==> config.mk <==
export PLATFORM = sky130hd
export DESIGN_NAME = lwc_top
export DESIGN_NICKNAME = d
export VERILOG_FILES = /design/src/rtl/lwc_pkg.sv /design/src/rtl/lwc_arbiter.sv /design/src/rtl/lwc_len_counter.sv /design/src/rtl/lwc_fsm.sv /design/src/rtl/lwc_top.sv
export SDC_FILE = /design/constraint.sdc
export NUM_CORES = 1
export LEC_CHECK = 0
export BUFFER_PORTS_ARGS = -buffer_cell sky130_fd_sc_hd__buf_2
export CAP_MARGIN = 40
export CORE_UTILIZATION = 50
export CTS_CLUSTER_DIAMETER = 60
export CTS_CLUSTER_SIZE = 24
export DETAILED_ROUTE_END_ITERATION = 7
export PLACE_DENSITY = 0.85
export SLEW_MARGIN = 20
export SYNTH_ARGS = -nofsm -noshare
export SYNTH_HDL_FRONTEND = slang
export SYNTH_SLANG_ARGS = --single-unit
==> constraint.sdc <==
create_clock -name clk -period 4.9 [get_ports clk]
set_clock_uncertainty 0.2 [all_clocks]
set_input_delay 1.225 -clock clk [delete_from_list [all_inputs] [get_ports clk]]
set_output_delay 1.225 -clock clk [all_outputs]
set_load 0.03 [all_outputs]
==> src/rtl/lwc_pkg.sv <==
package lwc_pkg;
  typedef enum logic [1:0] {
    ST_IDLE  = 2'd0,
    ST_SHORT = 2'd1,
    ST_LONG  = 2'd2,
    ST_DONE  = 2'd3
  } lw_state_e;
endpackage

==> src/rtl/lwc_arbiter.sv <==
// Qualifies interrupt sources (enable AND flag) and picks the core winner.
module lwc_arbiter #(
  parameter int N_CORE = 3
) (
  input  logic [N_CORE-1:0] core_en,
  input  logic [N_CORE-1:0] core_flag,
  input  logic              per_en,
  input  logic              per_flag,
  output logic [N_CORE-1:0] core_win,
  output logic              core_hit,
  output logic              any_hit
);
  logic [N_CORE-1:0] pend;
  logic [N_CORE:0]   seen;

  assign pend = core_en & core_flag;

  // lowest index wins: ripple a "higher one already found" chain
  assign seen[0] = 1'b0;
  for (genvar i = 0; i < N_CORE; i++) begin : g_pri
    assign core_win[i] = pend[i] & ~seen[i];
    assign seen[i+1]   = seen[i] | pend[i];
  end

  assign core_hit = seen[N_CORE];
  assign any_hit  = core_hit | (per_en & per_flag);
endmodule

==> src/rtl/lwc_len_counter.sv <==
// Counts strobe cycles of a long write and captures the total at its end.
module lwc_len_counter #(
  parameter int LEN_W = 24
) (
  input  logic             clk,
  input  logic             rst,
  input  logic             start,
  input  logic             run,
  input  logic             capture,
  output logic [LEN_W-1:0] last_len
);
  localparam logic [LEN_W-1:0] LEN_MAX = {LEN_W{1'b1}};
  logic [LEN_W-1:0] cnt;

  always_ff @(posedge clk) begin
    if (rst) begin
      cnt      <= '0;
      last_len <= '0;
    end else begin
      if (start) begin
        cnt <= LEN_W'(1);
      end else if (run && !capture && cnt != LEN_MAX) begin
        cnt <= cnt + LEN_W'(1);
      end
      if (capture) begin
        last_len <= cnt;
      end
    end
  end
endmodule

==> src/rtl/lwc_fsm.sv <==
// Sequencer: idle / short write / long write / done, all outputs registered.
module lwc_fsm
  import lwc_pkg::*;
#(
  parameter int N_CORE    = 3,
  parameter int SHORT_CYC = 2
) (
  input  logic              clk,
  input  logic              rst,
  input  logic              wr_req,
  input  logic              vpp_ok,
  input  logic              glb_dis,
  input  logic [N_CORE-1:0] core_win,
  input  logic              core_hit,
  input  logic              any_hit,
  output logic              start,
  output logic              run,
  output logic              capture,
  output logic              cpu_stall,
  output logic              mem_we,
  output logic [N_CORE-1:0] core_flag_clr,
  output logic              vec_req,
  output logic              wr_abort
);
  localparam int SC_W = (SHORT_CYC > 1) ? $clog2(SHORT_CYC) : 1;
  localparam logic [SC_W-1:0] SC_LAST = SC_W'(SHORT_CYC - 1);

  lw_state_e       state;
  logic [SC_W-1:0] sc;

  assign start   = (state == ST_IDLE) && wr_req && !core_hit && vpp_ok;
  assign run     = (state == ST_LONG);
  assign capture = (state == ST_LONG) && any_hit;

  always_ff @(posedge clk) begin
    if (rst) begin
      state         <= ST_IDLE;
      sc            <= '0;
      cpu_stall     <= 1'b0;
      mem_we        <= 1'b0;
      core_flag_clr <= '0;
      vec_req       <= 1'b0;
      wr_abort      <= 1'b0;
    end else begin
      core_flag_clr <= '0;
      vec_req       <= 1'b0;
      wr_abort      <= 1'b0;
      case (state)
        ST_IDLE: begin
          if (wr_req) begin
            if (core_hit) begin
              state         <= ST_DONE;
              wr_abort      <= 1'b1;
              core_flag_clr <= core_win;
            end else if (!vpp_ok) begin
              state     <= ST_SHORT;
              sc        <= '0;
              cpu_stall <= 1'b1;
            end else begin
              state     <= ST_LONG;
              cpu_stall <= 1'b1;
              mem_we    <= 1'b1;
            end
          end
        end
        ST_SHORT: begin
          if (sc == SC_LAST) begin
            state     <= ST_IDLE;
            cpu_stall <= 1'b0;
          end else begin
            sc <= sc + SC_W'(1);
          end
        end
        ST_LONG: begin
          if (any_hit) begin
            state         <= ST_DONE;
            cpu_stall     <= 1'b0;
            mem_we        <= 1'b0;
            core_flag_clr <= core_win;
            vec_req       <= !glb_dis;
          end
        end
        default: state <= ST_IDLE;
      endcase
    end
  end
endmodule

==> src/rtl/lwc_top.sv <==
module lwc_top #(
  parameter int ADDR_W    = 16,
  parameter int DATA_W    = 16,
  parameter int N_CORE    = 3,
  parameter int LEN_W     = 24,
  parameter int SHORT_CYC = 2
) (
  input  logic              clk,
  input  logic              rst,
  input  logic              wr_req,
  input  logic [ADDR_W-1:0] wr_addr,
  input  logic [DATA_W-1:0] wr_data,
  input  logic              vpp_ok,
  input  logic [N_CORE-1:0] core_en,
  input  logic [N_CORE-1:0] core_flag,
  input  logic              per_en,
  input  logic              per_flag,
  input  logic              glb_dis,
  output logic              cpu_stall,
  output logic              mem_we,
  output logic [ADDR_W-1:0] mem_addr,
  output logic [DATA_W-1:0] mem_data,
  output logic [N_CORE-1:0] core_flag_clr,
  output logic              vec_req,
  output logic              wr_abort,
  output logic [LEN_W-1:0]  last_len
);
  logic [N_CORE-1:0] core_win;
  logic core_hit, any_hit, start, run, capture;

  lwc_arbiter #(.N_CORE(N_CORE)) u_arb (
    .core_en(core_en), .core_flag(core_flag),
    .per_en(per_en), .per_flag(per_flag),
    .core_win(core_win), .core_hit(core_hit), .any_hit(any_hit)
  );

  lwc_fsm #(.N_CORE(N_CORE), .SHORT_CYC(SHORT_CYC)) u_fsm (
    .clk(clk), .rst(rst), .wr_req(wr_req), .vpp_ok(vpp_ok),
    .glb_dis(glb_dis), .core_win(core_win), .core_hit(core_hit),
    .any_hit(any_hit), .start(start), .run(run), .capture(capture),
    .cpu_stall(cpu_stall), .mem_we(mem_we), .core_flag_clr(core_flag_clr),
    .vec_req(vec_req), .wr_abort(wr_abort)
  );

  lwc_len_counter #(.LEN_W(LEN_W)) u_len (
    .clk(clk), .rst(rst), .start(start), .run(run),
    .capture(capture), .last_len(last_len)
  );

  always_ff @(posedge clk) begin
    if (rst) begin
      mem_addr <= '0;
      mem_data <= '0;
    end else if (start) begin
      mem_addr <= wr_addr;
      mem_data <= wr_data;
    end
  end
endmodule

======== Yosys cells after proc, flatten, opt, wreduce, memory -nomap -nowiden ========
Index checks and enable logic that the tools add are counted.
word-level totals
  word-level logic and storage cells ...... 84
  input bits .............................. 45
  bits in registers ....................... 90
operators by class
  eq/ne operators ......................... 9
  $add $sub $neg .......................... 2
  reductions and logical operators ........ 21
  mux-type cells .......................... 27
  bitwise operators ....................... 13
operator list
  kind                                            count
  adder 24 x 1 -> 24 bit (second input constant)  1
  != test 24 bit (second input constant)          1
  2-to-1 mux 1 bit                                14
  2-to-1 mux 2 bit                                5
  != test 2 bit (second input constant)           5
  AND reduction 5 bit                             2
  2-to-1 mux 3 bit                                3
  logical AND 1 bit                               6
  NOT 1 bit                                       6
  case mux 2 bit (3 select lines)                 1
  case mux 3 bit (2 select lines)                 1
  nonzero test 2 bit                              3
  OR reduction 3 bit                              2
  case mux 1 bit (2 select lines)                 2
  AND reduction 4 bit                             1
  AND 1 bit                                       3
  AND 3 bit                                       1
  logical NOT 1 bit                               3
  OR 1 bit                                        3
  case mux 1 bit (3 select lines)                 1
  AND reduction 3 bit                             1
  nonzero test 3 bit                              1
  == test 2 x 1 -> 1 bit (second input constant)  1
  == test 2 bit (second input constant)           1
  4 further kinds                                 4

======== Depth between registers and ports, before layout ========
  word-level depth ........................ 10
  mapped depth ............................ 8
  gate-level depth less buffers ........... 7

======== Modules after synthesis ========
Synthesis repeated with hierarchy kept, for this count alone.
unflattened totals
  cell total of the unflattened synthesis .. 392
  area, all modules ....................... 3769.9 um2
by module, submodules not included
  module           area each (um2)  seq. area each (um2)  times used  cells each
  lwc_len_counter  2037.0           960.9                 1           222
  lwc_top          1163.6           640.6                 1           103
  lwc_fsm          519.2            200.2                 1           58
  lwc_arbiter      50.0             0.0                   1           9

======== Least setup slack after synthesis ========
Ideal clock, no wire load.
  path type ............................... input -> register
  from .................................... in core_en[1]
  to ...................................... reg u_len.cnt[23]
  data required time ...................... 4.630 ns
  buffers on the path ..................... 1
  data arrival time ....................... 2.596 ns
  stages on the path ...................... 6
  slack ................................... 2.034 ns
  cells stage by stage .................... a222oi_1 nand2_1 buf_2 a2111o_1 or3_1 a21oi_1
on the way
  word-level cells in the longest chain between the ends .. 8
ends and longest elaborated chain
  item                            RTL line               source
  start, declared                 lwc_top.sv:14          input logic [N_CORE-1:0] core_en,
  AND 3 bit *                     lwc_arbiter.sv:16      assign pend = core_en & core_flag;
  OR 1 bit * (2 in a row)         lwc_arbiter.sv:22      assign seen[i+1] = seen[i] | pend[i];
  OR 1 bit                        lwc_arbiter.sv:26      assign any_hit = core_hit | (per_en & per_flag);
  logical AND 1 bit               lwc_fsm.sv:33          assign capture = (state == ST_LONG) && any_hit;
  logical NOT 1 bit               lwc_len_counter.sv:22  end else if (run && !capture && cnt != LEN_MAX) begin
  logical AND 1 bit (2 in a row)  lwc_len_counter.sv:22
  end signal, assigned            lwc_len_counter.sv:23  cnt <= cnt + LEN_W'(1);
  end, declared                   lwc_len_counter.sv:13  logic [LEN_W-1:0] cnt;
Mark *: on every way between the ends. The rest lies on a longest branch, timed or not.
A chain may end at the register's enable or synchronous reset.

======== Final worst setup path ========
Same ends and word-level chain as after synthesis.

==> impl_metrics.json <==
{
  "die_y_um": 87.6,
  "hold_path_depth": 2,
  "synth_nets": 495,
  "worstHoldPathType": "reg -> reg",
  "dpl.hpwl_um": 6200,
  "post_drt_via_cell_ratio": 5.29,
  "total_leakage_power_uw": 0.00176,
  "place_congestion": 0.838,
  "post_route_minimum_period_ns": 2.96,
  "internal_power_uw": 1060,
  "critical_path_peak_fanout": 11,
  "cp_capture_type": "flop",
  "first_global_vias": 2985,
  "clock_insertion_delay_worst_skew_ns": 0.36,
  "dieArea_um2": 7680,
  "synthCells": 445,
  "synth_area_per_cell_um2": 8.24,
  "cts_made_buffers": 9,
  "antenna-diode-count": 0,
  "post_synth_main_area_contributors": "dfxtp_1 (49%), nand2_1 (13%), a21oi_1 (9.6%), xnor2_1 (4.5%), nor2_1 (2.4%)",
  "power_switching_uw": 516,
  "worst_r2r_path_depth": 7,
  "global_route.overflow_total": 0,
  "syn_area_um2": 3660,
  "place_worst_setup_slack_ns": 1.57,
  "remaining_drcs": 0,
  "power.share.combinational": 0.202,
  "layout-area-overhead-vs-synth_pct": 21.6,
  "grt_antenna_before_repair": 0,
  "post_cts.repair.setup_buffers": 0,
  "synthesis.yosys.warnings": 0,
  "hold_violations": 0,
  "type_of_the_worst_setup_path": "in -> reg",
  "worst_ir_drop_vdd_v": 0.000217,
  "dominantRegCellSynth": "dfxtp_1",
  "ys_seq_elements": 90,
  "synth_enable_flop_cells": 0,
  "via_count": 3408,
  "drtIter0Drc": 150,
  "power.share.sequential": 0.499,
  "io_buffers": 107,
  "fin_ws_ns": 1.94,
  "period_utilisation_layout": 0.605,
  "drtPass1Iterations": 5,
  "fp-row-count": 30,
  "setup_tns_ns": 0,
  "power.total_uw": 1580,
  "cp_data_required_time_ns": 5.00,
  "track_usage": 0.229,
  "clkPwrFrac": 0.299,
  "clkTransAtPathRegs_ns": 0.09,
  "cts.sink_count": 90,
  "hold_buffers": 0,
  "grt_max_degree": 69,
  "share_of_the_yosys_chip_area_belonging_to_registers": 0.492,
  "n_fill_cell": 585,
  "startpoint_type": "input pin",
  "slew_headroom": 0.519,
  "tritoncts": "built",
  "routed_wirelength_um": 8760,
  "yosys.area.top_type_share": 0.492,
  "setup-violations-final": 0,
  "yosysMostFrequentCell": "nand2_1",
  "finalHoldWorstSlack_ns": 0.256,
  "timing.final.max_slew_violations": 0,
  "routed_wire_length_per_instance_um": 13.6,
  "timing.fmax_mhz": 337,
  "yosys.cell_types.count": 42,
  "ctsRootBufferMaster": "clkbuf_8",
  "postCtsResizedCells": 0,
  "num_io_pins": 108,
  "synth.top_cells.by_count": "nand2_1 (127), dfxtp_1 (90), a21oi_1 (70)",
  "status": "completed",
  "h-tree-depth": 3,
  "power.density_nw_per_um2": 354,
  "timing.critical_path.arrival_ns": 3.06,
  "drtAntennaViolNets": 0,
  "netlist.top_cell.by_area": "dfxtp_1",
  "grt_setup_unrepaired": "no",
  "tightest_slew_ns": 0.721,
  "drv.max_cap_violation_count": 0,
  "initial_utilization": 0.528,
  "core_area_um2": 6940,
  "grt_first_pass_wirelength_um": 13500,
  "synth_async_sr_flop_share": 0,
  "fraction_of_layout_instances_using_a_drive_strength_above_1": 0.254,
  "nets": 593,
  "floorplan.die.width_um": 87.6,
  "net_switching_share_of_the_total_power": 0.327,
  "cts-root-to-sink-buffers": 2
}
[stage by stage]
| step | util | area (µm²) | instances |
|---|---|---|---|
| 6_report | 0.642 | 4460 | 644 |
| 5_1_grt | 0.642 | 4460 | 644 |
| 4_1_cts | 0.638 | 4430 | 642 |
| 3_5_place_dp | 0.611 | 4250 | 626 |
| 3_3_place_gp | 0.608 | 4220 | 624 |
| 2_1_floorplan | - | 3660 | 445 |
[area by class of cell]
class | count | area, µm² | share of cell area
Tap cell | 96 | 120 | 0.0270
Clock inverter | 7 | 60.1 | 0.0135
Multi-Input combinational cell | 321 | 1710 | 0.384
Inverter | 7 | 26.3 | 0.00590
Sequential cell | 90 | 1800 | 0.404
Timing Repair Buffer | 114 | 611 | 0.137
Clock buffer | 9 | 124 | 0.0278
[logic make-up (layout without fill, tap and decap cells)]
| kind of cell | count (synthesis) | in the layout | share of synthesized area |
|---|---|---|---|
| simple gates | 202 | 202 | 0.250 |
| xor+xnor | 20 | 20 | 0.0478 |
| fa+ha+maj | 5 | 5 | 0.0171 |
| flops | 90 | 90 | 0.492 |
| compound gates | 94 | 94 | 0.152 |
| buf+inv | 34 | 137 | 0.0417 |
[placed cells by master, fill, tap and decap left out, types with 4 or more instances in the layout]
master / instances
inv_1: 7
nand4_1: 8
dfxtp_1: 90
nand3_1: 10
a211oi_1: 7
ha_1: 5
and4_1: 4
xnor2_1: 19
and3_1: 4
nor3_1: 10
nand2_1: 127
a21oi_1: 70
clkbuf_8: 9
nor2_1: 22
a2111oi_1: 4
buf_2: 107
[worst max-delay path, cell delays in order]
cell and delay [ns]:
buf_2 0.11, a222oi_1 0.35, buf_4 0.25, nand2_1 0.26
a2111o_1 0.42, or3_1 0.32, a21oi_1 0.14
[per-layer routing]
layer,GRT usage,up-vias,wire (µm)
met3,0.0641,18,543
met1,0.282,1570,3800
li1,-,1709,-
met2,0.376,111,4240
met5,0,-,0
met4,0.101,0,177
[state kept, by name (all words and copies together) (netlist names)]
name                 cells
mem_data                16
mem_addr                16
u_fsm.core_flag_clr      3
u_fsm.sc                 1
u_len.last_len          24
u_len.cnt               24
u_fsm.mem_we             1
u_fsm.cpu_stall          1
u_fsm.state              2
u_fsm.vec_req            1
u_fsm.wr_abort           1
[power groups by stage]
stage | combinational [µW] | clock [µW] | sequential [µW]
after floorplan | 173 | 0 | 845
after global placement | 286 | 0 | 801
after detailed placement | 300 | 0 | 803
after CTS | 301 | 485 | 786
after global routing | 349 | 508 | 791
final | 319 | 471 | 787
[final timing paths]
check	startpoint	to	slack, ns
worst max-delay path	core_en[1]	u_len.cnt[23]$_SDFFE_PP0P_	1.94
worst min-delay path	mem_data[7]$_SDFFE_PP0P_	mem_data[7]$_SDFFE_PP0P_	0.26
worst max register to register	u_fsm.state[0]$_SDFFE_PP0P_	u_len.cnt[23]$_SDFFE_PP0P_	2.48
worst min register to register	mem_data[7]$_SDFFE_PP0P_	mem_data[7]$_SDFFE_PP0P_	0.26
(Power assumes the default switching activity.)
